`config.mk`:
```
export PLATFORM = sky130hd
export DESIGN_NAME = eow_status_rd
export DESIGN_NICKNAME = d
export VERILOG_FILES = /design/src/rtl/eow_status_rd.sv
export SDC_FILE = /design/constraint.sdc
export NUM_CORES = 1
export LEC_CHECK = 0
export BUFFER_PORTS_ARGS = -buffer_cell sky130_fd_sc_hd__buf_2
export CORE_AREA = 3 3 40 42
export CTS_CLUSTER_DIAMETER = 80
export DETAILED_ROUTE_END_ITERATION = 7
export DIE_AREA = 0 0 43 45
export HOLD_SLACK_MARGIN = 0.02
export SLEW_MARGIN = 30
export SYNTH_ARGS = -nofsm -noshare
export SYNTH_HDL_FRONTEND = slang
export SYNTH_SLANG_ARGS = --single-unit
export TNS_END_PERCENT = 30
```
`constraint.sdc`:
```
create_clock -name clk -period 1.2 [get_ports clk]
set_input_delay 0.24 -clock clk [delete_from_list [all_inputs] [get_ports clk]]
set_output_delay 0.24 -clock clk [all_outputs]
set_load 0.02 [all_outputs]
```
`src/rtl/eow_status_rd.sv`:
```
module eow_status_rd #(
  parameter int DW = 8
) (
  input  logic          clk,
  input  logic          rst_n,
  input  logic          ce_n,
  input  logic          oe_n,
  input  logic          we_n,
  input  logic          busy,
  input  logic [DW-1:0] last_wr,
  input  logic [DW-1:0] arr_rd,
  output logic [DW-1:0] dq_out,
  output logic          dq_drv
);
  localparam int PB = DW - 1;
  localparam int TB = DW - 2;

  logic rd_prev, tog, ran;
  logic rd_en, rd_start, tog_now;
  logic [DW-1:0] status;

  assign rd_en    = ~ce_n & ~oe_n & we_n;
  assign rd_start = rd_en & ~rd_prev;
  assign tog_now  = tog ^ (rd_start & busy);

  always_comb begin
    status     = last_wr;
    status[PB] = ~last_wr[PB];
    status[TB] = tog_now;
  end

  assign dq_drv = rd_en;
  assign dq_out = rd_en ? (busy ? status : arr_rd) : '0;

  always_ff @(posedge clk or negedge rst_n) begin
    if (!rst_n) begin
      rd_prev <= 1'b0;
      tog     <= 1'b0;
      ran     <= 1'b0;
    end else begin
      rd_prev <= rd_en;
      tog     <= tog_now;
      ran     <= 1'b1;
    end
  end

  p_hiz_r3: assert property (@(posedge clk) disable iff (!rst_n)
    (ce_n || oe_n || !we_n) |-> (!dq_drv && dq_out == '0));

  p_idle_r2: assert property (@(posedge clk) disable iff (!rst_n)
    (!busy && !ce_n && !oe_n && we_n) |-> (dq_drv && dq_out == arr_rd));

  p_poll_r4: assert property (@(posedge clk) disable iff (!rst_n)
    (busy && dq_drv) |-> (dq_out[PB] != last_wr[PB]));

  p_low_r7: assert property (@(posedge clk) disable iff (!rst_n)
    (busy && dq_drv) |-> (dq_out[TB-1:0] == last_wr[TB-1:0]));

  p_flip_r5: assert property (@(posedge clk) disable iff (!rst_n)
    (busy && dq_drv && !rd_prev) |-> (dq_out[TB] != tog));

  p_hold_r6: assert property (@(posedge clk) disable iff (!rst_n)
    (ran && busy && $past(busy) && dq_drv && $past(dq_drv)) |-> $stable(dq_out[TB]));

  p_frozen_r8: assert property (@(posedge clk) disable iff (!rst_n)
    (ran && !$past(busy)) |-> $stable(tog));
endmodule

```
==> results.cfg <==
[route]
wl_per_cell_um = 9.81
vias = 305
dr.pass1.iters = 3
first_iter_violations = 1
drc = 0
via_per_inst = 4.12
antenna_left = 0
wl_um = 726

[grt]
use_met1 = 0.0819
grt_pass1_wl_um = 1130
grt_pass1_vias = 291
grt_use_met3 = 0.0120
grt_start_max_net_pins = 11
grt_busiest_layer = met2
grtUsageTotal = 0.0758
use_met2 = 0.135
grt_overflow_total = 0
antenna_found_initial = 0

[cts]
cts_setup_buffers = 0
cts.clk_slew.worst_paths_ps = 30
cts_buffers = 3
clockRootBuffer = clkbuf_4
htreeDepth = 1
cts.sinks = 2
clockBufferDepth = 2
clk_latency_ps = 220
cts_tree = done

[run]
drv_cap = 0

[placed_design]
post-place-ws_ps = -259
placed_cell_area_um2 = 417
io_buffers = 29
post-dp-hpwl_um = 550
globalplace.congestion = 0.586

[worst_setup_path]
crit_cells = 5
required_ps = 960
critPathMostFrequentCell = buf_6
reg2reg_depth = 2
reg2reg_to = tog
cpPeakStageDelay_ps = 390
r2r-start = rd_prev
cp_max_fo = 5
crit_chain = buf_6, or3b_4, buf_6, a211oi_4, buf_6
cp-end-kind = output pin
cp-start-kind = input port
critPathTopFamily = simple AND/OR/NAND/NOR gates
arrival_ps = 1170
reg2reg_slack_ps = 360
critPathLaunch = oe_n
crit_buf_inv = 3
cp_slowest_cell = or3b_4
crit_type = input port to output pin
worstSetupEndpoint = dq_out[7]

[power]
switching_power_w = 0.000124
pwr-share-clk = 0.360
p_sw_frac = 0.302
powerDensity_mw_per_mm2 = 802
p_int_w = 0.000287
pwr-share-seq = 0.247
power.leakage_nw = 0.270
max-vdd-ir-drop_uv = 595
power_frac_comb = 0.392

[final_layout]
area_growth_pct = 138
diodes = 0
finalNetCount = 83
layout_commonest_cell = buf_2
most-common-layout-cells = buf_2, mux2i_1, buf_6, buf_4, nor2_2
drive_gt1_frac = 0.763
fin_area_um2 = 513

[timing]
fin_ws_ps = -205
max_slew_margin = 0.831
worstMarginPinSlew_ps = 246
fmax_ghz = 0.712
rsz0062_at_grt = true
hold_viol_final = 0
skew_ps = 4.65
maxSlewViolCount = 0
period_needed_ps = 1410
fin_crit_sh = 1.17
finalSetupViolations = 9

[outcome]
violations = setup timing
status = finished with violations

[floorplan]
rows = 13
io_pins = 31
die_w_um = 43
initial_core_util = 0.167
core_region_area_mm2 = 0.00128
die-area_mm2 = 0.00194
die_h_um = 45

[synthesis]
yosys_warnings = 0
netlist_area_um2 = 215
yosysSeqAreaShare = 0.233
syn_area_per_cell_um2 = 8.61
syn-num-nets = 47
synth-seq-cells = 2
synth_cell_type_count = 11
synthCells = 25

[hold_path]
hp-class = input port to asynchronous set/reset pin
final cells by class:
type	instances	area [um2]
Multi-Input combinational cell	20	189
Fill cell	138	772
Sequential cell	2	50.0
Inverter	1	3.75
Timing Repair Buffer	33	229
Clock buffer	3	22.5
Tap cell	15	18.8
stage by stage:
step                      setup TNS, ps  hold slack (ps)  total power, W   util  std cells
after floorplan                    -311            -55.6        0.000191      -         25
after global placement            -1840             25.7        0.000242  0.324         70
after detailed placement          -1860             27.0        0.000245  0.324         70
after CTS                         -1350              330        0.000406  0.389         74
after global routing              -1620              337        0.000443  0.399         74
final                             -1360              324        0.000412  0.399         74
timing repair:
action	in CTS	in global routing
pin swaps	1	0
gates resized for setup	16	3
hold buffers	1	0
hold endpoints to repair	2	0
endpoints found under the setup margin	9	9
state kept, by name (all words and copies together) (netlist names):
register / flops
tog: 1
rd_prev: 1
power groups by stage:
| stage | sequential (W) | combinational, W | clock, W |
|---|---|---|---|
| floorplan | 0.000101 | 0.0000899 | 0 |
| global placement | 0.000102 | 0.000140 | 0 |
| detailed placement | 0.000103 | 0.000142 | 0 |
| CTS | 0.000103 | 0.000160 | 0.000143 |
| global route | 0.000104 | 0.000176 | 0.000162 |
| finish | 0.000102 | 0.000162 | 0.000148 |
cell usage after synthesis:
cell type | number | share of area
a211oi_1 | 1 | 0.035
clkbuf_1 | 1 | 0.017
or3b_1 | 1 | 0.041
nor3b_2 | 1 | 0.058
xnor2_1 | 1 | 0.041
mux2i_1 | 7 | 0.33
inv_1 | 1 | 0.017
buf_6 | 1 | 0.052
xor2_1 | 1 | 0.041
dfrtp_1 | 2 | 0.23
nor2_1 | 8 | 0.14
metal layers:
metal,routed length [um],vias up
met3,111,0
met1,232,131
met5,0,-
met4,0,0
li1,-,150
met2,382,24
worst min path at each step:
stage | cells after the start | from | endpoint | slack, ps
finish | 2 | rst_n | rd_prev | 320
floorplan | 0 | rst_n | rd_prev | -60
global placement | 1 | rst_n | rd_prev | 30
detailed placement | 1 | rst_n | rd_prev | 30
CTS | 2 | rst_n | rd_prev | 330
global route | 2 | rst_n | rd_prev | 340
cells by family after synthesis:
logic type / count (synthesis) / share of synthesized area
AO/OA/AOI/OAI: 1 / 0.0349
buffers and inverters: 3 / 0.0872
flip-flops: 2 / 0.233
multiplexers: 7 / 0.326
AND/OR/NAND/NOR: 10 / 0.238
XOR/XNOR: 2 / 0.0814
(Power assumes the default switching activity.)
